### config.mk
export PLATFORM = sky130hd
export DESIGN_NAME = cts_sequencer
export DESIGN_NICKNAME = d
export VERILOG_FILES = /design/src/rtl/cts_pkg.sv /design/src/rtl/cts_phase_fsm.sv /design/src/rtl/cts_link_ctrl.sv /design/src/rtl/cts_fill_track.sv /design/src/rtl/cts_sequencer.sv
export SDC_FILE = /design/constraint.sdc
export NUM_CORES = 1
export LEC_CHECK = 0
export ABC_AREA = 1
export ABC_CLOCK_PERIOD_IN_PS = 900
export BUFFER_PORTS_ARGS = -buffer_cell sky130_fd_sc_hd__buf_4
export CORE_AREA = 5 5 42 44
export CTS_BUF_LIST = sky130_fd_sc_hd__clkbuf_16
export CTS_CLUSTER_SIZE = 16
export DETAILED_ROUTE_END_ITERATION = 12
export DIE_AREA = 0 0 47 49
export PLACE_DENSITY = 0.57
export SYNTH_ARGS = -nofsm -noshare
export SYNTH_HDL_FRONTEND = slang
export SYNTH_SLANG_ARGS = --single-unit
### constraint.sdc
create_clock -name clk -period 0.9 [get_ports clk]
set_input_delay 0.18 -clock clk [delete_from_list [all_inputs] [get_ports clk]]
set_output_delay 0.18 -clock clk [all_outputs]
set_load 0.005 [all_outputs]
### src/rtl/cts_pkg.sv
package cts_pkg;

  typedef enum logic [1:0] {
    PH_HOLD  = 2'd0,
    PH_COMP  = 2'd1,
    PH_XODD  = 2'd2,
    PH_XEVEN = 2'd3
  } phase_t;

  // Step that follows cur; stall only matters at a round boundary.
  function automatic phase_t next_phase(phase_t cur, logic stall);
    phase_t nxt;
    case (cur)
      PH_HOLD:  nxt = stall ? PH_HOLD : PH_COMP;
      PH_COMP:  nxt = PH_XODD;
      PH_XODD:  nxt = PH_XEVEN;
      default:  nxt = stall ? PH_HOLD : PH_COMP;
    endcase
    return nxt;
  endfunction

  // A link is closed when its sender's index parity matches the step.
  function automatic logic link_closed(phase_t ph, int unsigned sender);
    logic odd_sender;
    odd_sender = (sender % 2) == 1;
    return ((ph == PH_XODD) && odd_sender) || ((ph == PH_XEVEN) && !odd_sender);
  endfunction

  function automatic logic is_round_end(phase_t ph);
    return ph == PH_XEVEN;
  endfunction

endpackage

### src/rtl/cts_phase_fsm.sv
module cts_phase_fsm
  import cts_pkg::*;
(
  input  logic   clk,
  input  logic   rst_n,
  input  logic   stall_i,
  output phase_t phase_o,
  output logic   round_end_o
);

  phase_t state_q;

  always_ff @(posedge clk or negedge rst_n) begin
    if (!rst_n) state_q <= PH_HOLD;
    else        state_q <= next_phase(state_q, stall_i);
  end

  assign phase_o     = state_q;
  assign round_end_o = is_round_end(state_q);

endmodule

### src/rtl/cts_link_ctrl.sv
module cts_link_ctrl
  import cts_pkg::*;
#(
  parameter int N_LINK = 5
) (
  input  phase_t            phase_i,
  output logic [N_LINK-1:0] link_en_o
);

  for (genvar g = 0; g < N_LINK; g++) begin : g_link
    assign link_en_o[g] = link_closed(phase_i, g);
  end

endmodule

### src/rtl/cts_fill_track.sv
module cts_fill_track #(
  parameter int N_BLK = 6
) (
  input  logic clk,
  input  logic rst_n,
  input  logic round_end_i,
  output logic filled_o,
  output logic out_valid_o
);

  localparam int CW = (N_BLK > 2) ? $clog2(N_BLK) : 1;
  localparam logic [CW-1:0] FULL = CW'(N_BLK - 1);

  logic [CW-1:0] done_q;

  // Completed rounds, saturating once the chain is full.
  always_ff @(posedge clk or negedge rst_n) begin
    if (!rst_n)                            done_q <= '0;
    else if (round_end_i && done_q != FULL) done_q <= done_q + 1'b1;
  end

  assign filled_o    = (done_q == FULL);
  assign out_valid_o = round_end_i && filled_o;

endmodule

### src/rtl/cts_sequencer.sv
module cts_sequencer
  import cts_pkg::*;
#(
  parameter int N_BLK = 6
) (
  input  logic             clk,
  input  logic             rst_n,
  input  logic             stall_i,
  output logic [1:0]       phase_o,
  output logic [N_BLK-1:0] comp_en_o,
  output logic [N_BLK-2:0] link_en_o,
  output logic             out_valid_o
);

  localparam int N_LINK = N_BLK - 1;

  phase_t phase;
  logic   round_end;
  logic   filled;
  logic   compute_step;

  cts_phase_fsm u_fsm (
    .clk         (clk),
    .rst_n       (rst_n),
    .stall_i     (stall_i),
    .phase_o     (phase),
    .round_end_o (round_end)
  );

  cts_link_ctrl #(.N_LINK(N_LINK)) u_links (
    .phase_i   (phase),
    .link_en_o (link_en_o)
  );

  cts_fill_track #(.N_BLK(N_BLK)) u_fill (
    .clk         (clk),
    .rst_n       (rst_n),
    .round_end_i (round_end),
    .filled_o    (filled),
    .out_valid_o (out_valid_o)
  );

  assign compute_step = (phase == PH_COMP);

  for (genvar b = 0; b < N_BLK; b++) begin : g_comp
    assign comp_en_o[b] = compute_step;
  end

  assign phase_o = phase;

endmodule

* After elaboration in Yosys (flattened, before gate mapping) *
Index checks and enable logic that the tools add are counted.
W data, S select, Z words.

operators by class
  eq/ne operators = 5
  reduce and logical (&&, ||, !) cells = 2
  mux-type cells = 2
  add/sub/neg operators = 1

operators with widths
  operator               number
  $eq A2 B2 Y1 const B   2
  $pmux W2 S2            1
  $add A3 B1 Y3 const B  1
  $eq A3 B3 Y1 const B   1
  $ne A3 B3 Y1 const B   1
  $eq A2 B1 Y1 const B   1
  $logic_and A1 B1 Y1    2
  $mux W1                1

storage, ports and cells
  bits in registers = 5
  output and inout bits = 14

* Longest topological paths before layout *
Gate-level depths: netlist (run 1).

  word-level depth = 2
  mapped depth = 6
  depth with buffers taken out = 6

* Cells and area by module *
A second synthesis (run 1) with hierarchy kept.

second synthesis, totals
  cell total of the unflattened synthesis = 51
  area, all modules = 381.6 µm²

modules (own cells, without submodules)
  module          cells an instance  times used  area an instance (µm²)
  cts_fill_track  26                 1           183.9
  cts_phase_fsm   10                 1           102.6
  cts_sequencer   8                  1           55.1
  cts_link_ctrl   7                  1           40.0

* Worst setup path before layout (run 1) *
OpenSTA, ideal clock, no wires.

  path type = register to output
  start point = register u_fsm.state_q[0], in the netlist u_fsm.phase_o[0]
  end point = output out_valid_o
  setup slack = -108 ps
  required time = 720 ps
  path buffers = 0
  stages on the path, launching flop included = 4
  arrival = 828 ps
  path through = dfrtp_1 -> ha_1 -> inv_1 -> nor2_1

on the way
  cells in the longest elaborated chain, start to end = 2

RTL lines
  element                 line                  RTL
  start, declared         cts_phase_fsm.sv:11   phase_t state_q;
  start signal, assigned  cts_phase_fsm.sv:15   else state_q <= next_phase(state_q, stall_i);
  $eq A2 B2 Y1            cts_pkg.sv:30         return ph == PH_XEVEN;
  net round_end           cts_sequencer.sv:18   logic round_end;
  $logic_and A1 B1 Y1     cts_fill_track.sv:23  assign out_valid_o = round_end_i && filled_o;
  end, declared           cts_sequencer.sv:12   output logic out_valid_o

The timed path passes the listed nets, and every way through them passes these cells.

* Worst setup path in the final report (run 1) *
  start point = register u_fsm.state_q[1], in the netlist u_fsm.phase_o[1]
  end point = output out_valid_o

on the way
  cells in the longest elaborated chain, start to end = 2

RTL lines
  element              line
  $eq A2 B2 Y1         cts_pkg.sv:30
  $logic_and A1 B1 Y1  cts_fill_track.sv:23

Every way passes these cells.

==> flow_summary.toml, run 1 <==
[run_status]
status = "complete, but fails checks"
violations = "negative setup slack"

[drt]
postRouteWirelength_um = 791
routed_via_density = 3.97
drt_first_pass_iters = 3
drc = 0
dr.first_iter.drc_count = 1
wl_per_cell_um = 10.0
via_count = 314
ant_nets = 0

[job]
maxCapViolations = 0

[critical_path]
max_stage_delay_ns = 0.45
crit_chain = "ha_4 > inv_2 > nor2_4 > buf_6"
crit_family = "flip-flops"
cp.arrival_ns = 1.07
timing.critical_path.to_type = "output pin"
worstPathMaxFanout = 5
cp.required_ns = 0.72
worst-setup-path-type = "register to output pin"
start_kind = "register"
crit_buf_inv = 2
slowest_stage = "dfrtp_2"

[synthesis]
ys_async_sr_fraction_pct = 100
synth_top_area_share_pct = 34.5
synth_largest_area_cell = "dfrtp_1"
synth_edf_count = 0
ys_seq_elements = 5
synthesis.area_um2 = 363
syn_avg_cell_area_um2 = 8.06
syn_nets = 53
synth_top_flop_cell = "dfrtp_1"
yosysSeqAreaShare_pct = 34.5
synth_common_cells = "nand2_1, buf_4, inv_1"
synth_cell_types = 9
yosysMostFrequentCell = "nand2_1"
ys_warn_count = 0
synthCells = 45
synthTopCellsByArea = "dfrtp_1, buf_4, ha_1"

[sta]
setup_violations = 18
tightest_slew_ns = 0.156
final_max_slew_viol_count = 0
slew_headroom_pct = 89.6
skew_ns = 0.00105
min_period_ns = 1.25
rsz0062_at_grt = "yes"
timing.final.crit_share_pct = 139
finalHoldViolations = 0
layout_setup_ws_ns = -0.353
fmax_ghz = 0.798

[clocking]
cts.htree.levels = 1
cts.sinks = 5
clockBufferDepth = 2
clkTransAtPathRegs_ns = 0.03
cts_root_buffer = "clkbuf_16"
tritoncts = "yes"
cts_inserted_buffers = 3
worstSkewPairLatency_ns = 0.23

[power]
p_seq_share_pct = 17.7
internal_power_w = 0.00195
p_leak_nw = 0.364
irDropWorstVdd_mv = 2.29
power.density_mw_per_mm2 = 4170
comb_power_share_pct = 57.6
p_clk_share_pct = 24.7
switchingPower_w = 0.000974
p_total_w = 0.00292
p_sw_share_pct = 33.3

[final_layout]
syn_to_final_growth_pct = 93.1
diodes = 0
layout.nets = 72
final_core_util_pct = 50.0
n_fill_cell = 150
drive_above_1_share_pct = 73.0

[hold_path]
hold_path_class = "input port to register"

[place]
place_ws_ns = -0.156
portBuffers = 16
dpl.hpwl_um = 540
gp_congestion = 0.599

[floorplan]
core_mm2 = 0.00140
fp.dieW_um = 47
start_util_pct = 25.9
die_area_mm2 = 0.00230
io-pin-count = 17
fp-row-count = 14
chipHeight_um = 49

[global_route]
grt_start_max_net_pins = 7
grt_use_total_pct = 8.71
grt_pass1_wl_um = 1300
overflow = 0
first_global_vias = 308
antenna_found_initial = 0
-- area by class of cell --
| class | count | area [um^2] | share of cell area [%] |
|---|---|---|---|
| multi-input combinational | 21 | 209 | 29.8 |
| sequential | 5 | 128 | 18.2 |
| clock buffer | 3 | 75.1 | 10.7 |
| clock inverter | 1 | 3.75 | 0.536 |
| timing repair buffer | 24 | 231 | 33.0 |
| tap | 16 | 20.0 | 2.86 |
| inverter | 9 | 33.8 | 4.82 |
-- placed cells by master (no fill, tap or decap) --
cell	Yosys	layout
nand2_4	0	2
clkbuf_16	0	3
dfrtp_2	0	2
dlygate4sd3_1	0	1
nand3_1	2	2
dfrtp_1	5	3
buf_6	0	13
ha_4	0	4
nand2_2	1	3
nor2_4	0	1
ha_2	0	1
o21ai_1	0	1
nand2_1	11	7
buf_4	10	10
inv_2	0	7
inv_1	9	3
-- registers in the layout (all words and copies together) (netlist names) --
name,cells
u_fsm.phase_o,2
u_fill.done_q,3
-- power by group through the flow --
stage	sequential [W]	clock (W)	combinational (W)
floorplan	0.000506	0	0.000991
global placement	0.000511	0	0.00123
detailed placement	0.000515	0	0.00124
CTS	0.000528	0.000738	0.00159
global route	0.000538	0.000757	0.00186
finish	0.000518	0.000721	0.00168
-- cells by family (layout without fill, tap and decap cells) --
family | Yosys count | in the layout | synth area share [%]
buf+inv | 19 | 37 | 30.0
fa+ha+maj | 5 | 5 | 17.2
flops | 5 | 5 | 34.5
simple gates | 15 | 15 | 16.9
compound gates | 1 | 1 | 1.38
-- worst register-to-register path, delay by kind of cell, from the launching register on --
kind / cells / cell delay, ns
flip-flops: 1 / 0.45
adder cells (fa/ha/maj): 1 / 0.20
AND/OR/NAND/NOR: 3 / 0.14
buffers and inverters: 2 / 0.16
-- final timing paths --
path                                  startpoint               end  slack (ns)  cells past startpoint
worst min-delay path                     stall_i  u_fsm.phase_o[0]        0.12                      2
worst max-delay path            u_fsm.phase_o[1]       out_valid_o       -0.35                      4
min in group asynchronous                  rst_n  u_fsm.phase_o[0]        0.29                      2
worst max register to register  u_fsm.phase_o[1]  u_fill.done_q[2]       -0.17                      6
max in group asynchronous                  rst_n  u_fsm.phase_o[1]        0.50                      2
worst min register to register  u_fill.done_q[2]  u_fill.done_q[2]        0.58                      2
-- layer usage --
layer	vias up	GRT usage [%]	share of wire, %	routed length, um
li1	156	-	-	-
met1	142	10.5	40	317
met2	12	9.73	46	365
met3	4	3.32	7.6	60
met4	0	11.1	5.9	47
met5	-	0	0	0
-- through the flow --
stage	setup TNS [ns]	hold WS [ns]	cell area, um^2	std cells
2_1_floorplan	-0.619	-0.116	440	45
3_3_place_gp	-1.05	-0.0164	498	69
3_5_place_dp	-1.15	-0.0173	498	69
4_1_cts	-4.92	0.117	666	78
5_1_grt	-5.45	0.138	701	79
6_report	-4.69	0.120	701	79
-- what timing repair did --
action,CTS,global route
endpoints found under the setup margin,18,19
hold endpoints to repair,5,0
resized for setup,15,9
buffers inserted,4,1
gates cloned,0,0
hold buffers,1,0
pin swaps,3,2
(Power assumes the default switching activity.)
==> run 2: changes to the inputs <==
--- a/config.mk
+++ b/config.mk
@@ -13,6 +13,7 @@
 export CTS_CLUSTER_SIZE = 16
 export DETAILED_ROUTE_END_ITERATION = 12
 export DIE_AREA = 0 0 47 49
+export GPL_TIMING_DRIVEN = 0
 export PLACE_DENSITY = 0.57
 export SYNTH_ARGS = -nofsm -noshare
 export SYNTH_HDL_FRONTEND = slang
==> run 2 against run 1 <==
Sequential cell count did not move; combinational power rose by 28%; sequential share of layout area fell by 2.8 points; the run still ends with negative setup slack left; clock power barely moved; die area did not move; hold slack got worse by 0.0025 ns.
==> flow_summary.toml, run 2 (synthesis gave the netlist of run 1 again) <==
[final_layout]
syn_to_final_growth_pct = 128
diodes = 0
drive_above_1_share_pct = 76.4
largest_reg_flops = 3
layout.nets = 81
final_cell_mix = "buf_6, inv_2, nand2_1"
n_fill_cell = 127
final_core_util_pct = 58.9
regMostFlops = "u_fill.done_q"
mostFrequentLayoutCell = "buf_6"

[hold_path]
hold_path_class = "input port to register"
min_path_cells = 2
hold_end = "u_fsm.phase_o[0]"
hp-start = "stall_i"

[sta]
fmax_ghz = 0.772
finalHoldViolations = 0
min_period_ns = 1.30
slew_headroom_pct = 87.3
rsz0062_at_grt = "yes"
tns_ns = -5.77
fin_hold_ws_ns = 0.117
final_max_slew_viol_count = 0
skew_ns = 0.00226
layout_setup_ws_ns = -0.395
tightest_slew_ns = 0.191
timing.final.crit_share_pct = 144
setup_violations = 19

[global_route]
overflow = 0
antenna_found_initial = 0
first_global_vias = 312
grt_pass1_wl_um = 1280
grt_use_total_pct = 7.86
grt_start_max_net_pins = 7

[critical_path]
cp.required_ns = 0.72
r2r_start = "u_fsm.phase_o[0]"
worst-setup-path-type = "register to output pin"
worstPathMaxFanout = 6
timing.critical_path.to_type = "output pin"
crit_start = "u_fsm.phase_o[0]"
r2r_cells = 6
r2r_end = "u_fill.done_q[2]"
r2r_setup_slack_ns = -0.18
cp.arrival_ns = 1.12
start_kind = "register"

[power]
p_total_w = 0.00340
p_leak_nw = 0.429
irDropWorstVdd_mv = 2.15
power.density_mw_per_mm2 = 4120

[floorplan]
chipHeight_um = 49
fp-row-count = 14
die_area_mm2 = 0.00230
core_mm2 = 0.00140
io-pin-count = 17
start_util_pct = 25.9
fp.dieW_um = 47

[clocking]
worstSkewPairLatency_ns = 0.23
clkTransAtPathRegs_ns = 0.03
clockBufferDepth = 2
cts.htree.levels = 1
cts_root_buffer = "clkbuf_16"
tritoncts = "yes"
cts.sinks = 5
cts_inserted_buffers = 3

[drt]
postRouteWirelength_um = 801
via_count = 340
wl_per_cell_um = 9.10
routed_via_density = 3.86
ant_nets = 0
drc = 0
dr.first_iter.drc_count = 2
drt_first_pass_iters = 2

[run_status]
violations = "negative setup slack"
status = "complete, but fails checks"

[place]
portBuffers = 16
gp_congestion = 0.585
place_ws_ns = -0.193
dpl.hpwl_um = 560

[job]
maxCapViolations = 0
-- run 2: per-stage QoR --
step                instance area (um^2)  cells
finish                               826     88
global route                         826     88
CTS                                  762     85
detailed placement                   581     77
global placement                     581     77
floorplan                            440     45
-- run 2: how the worst max path moves through the flow --
stage | to | cells past startpoint
floorplan | u_fsm.phase_o[0] | 5
global placement | comp_en_o[4] | 4
detailed placement | out_valid_o | 4
CTS | comp_en_o[1] | 4
global route | out_valid_o | 5
finish | comp_en_o[1] | 3
-- run 2: worst max-delay path, cell delays in order, from the launching register on --
cell and delay (ns):
dfrtp_2 0.45, ha_4 0.21, buf_6 0.12, buf_6 0.10
-- run 2: where the power goes --
part	internal (W)	switching (W)
logic	0.00140	0.000746
clock network	0.000575	0.000145
registers	0.000352	0.000185
total	0.00233	0.00108
-- run 2: area by class of cell --
| type | count | area [um^2] | share of cell area [%] |
|---|---|---|---|
| buffer | 10 | 113 | 13.6 |
| clock inverter | 1 | 3.75 | 0.455 |
| timing repair buffer | 23 | 239 | 28.9 |
| multi-input combinational | 21 | 214 | 25.9 |
| tap | 16 | 20.0 | 2.42 |
| sequential | 5 | 128 | 15.5 |
| clock buffer | 3 | 75.1 | 9.09 |
| inverter | 9 | 33.8 | 4.09 |
-- run 2: timing repair --
| action | 4_1_cts | 5_1_grt |
|---|---|---|
| setup endpoints to repair | 19 | 19 |
| setup buffers | 3 | 4 |
| resized for setup | 20 | 14 |
| hold endpoints to repair | 5 | 0 |
| hold buffers | 1 | 0 |
| gates cloned | 0 | 0 |
| pin swaps | 1 | 4 |
-- run 2: metal layers --
metal	up-vias	track usage, %	share of wire, %	wire, um
met2	13	10.4	48	385
met1	152	9.15	41	325
li1	175	-	-	-
met3	0	5.54	11	91
met5	-	0	0	0
met4	0	4.15	0	0
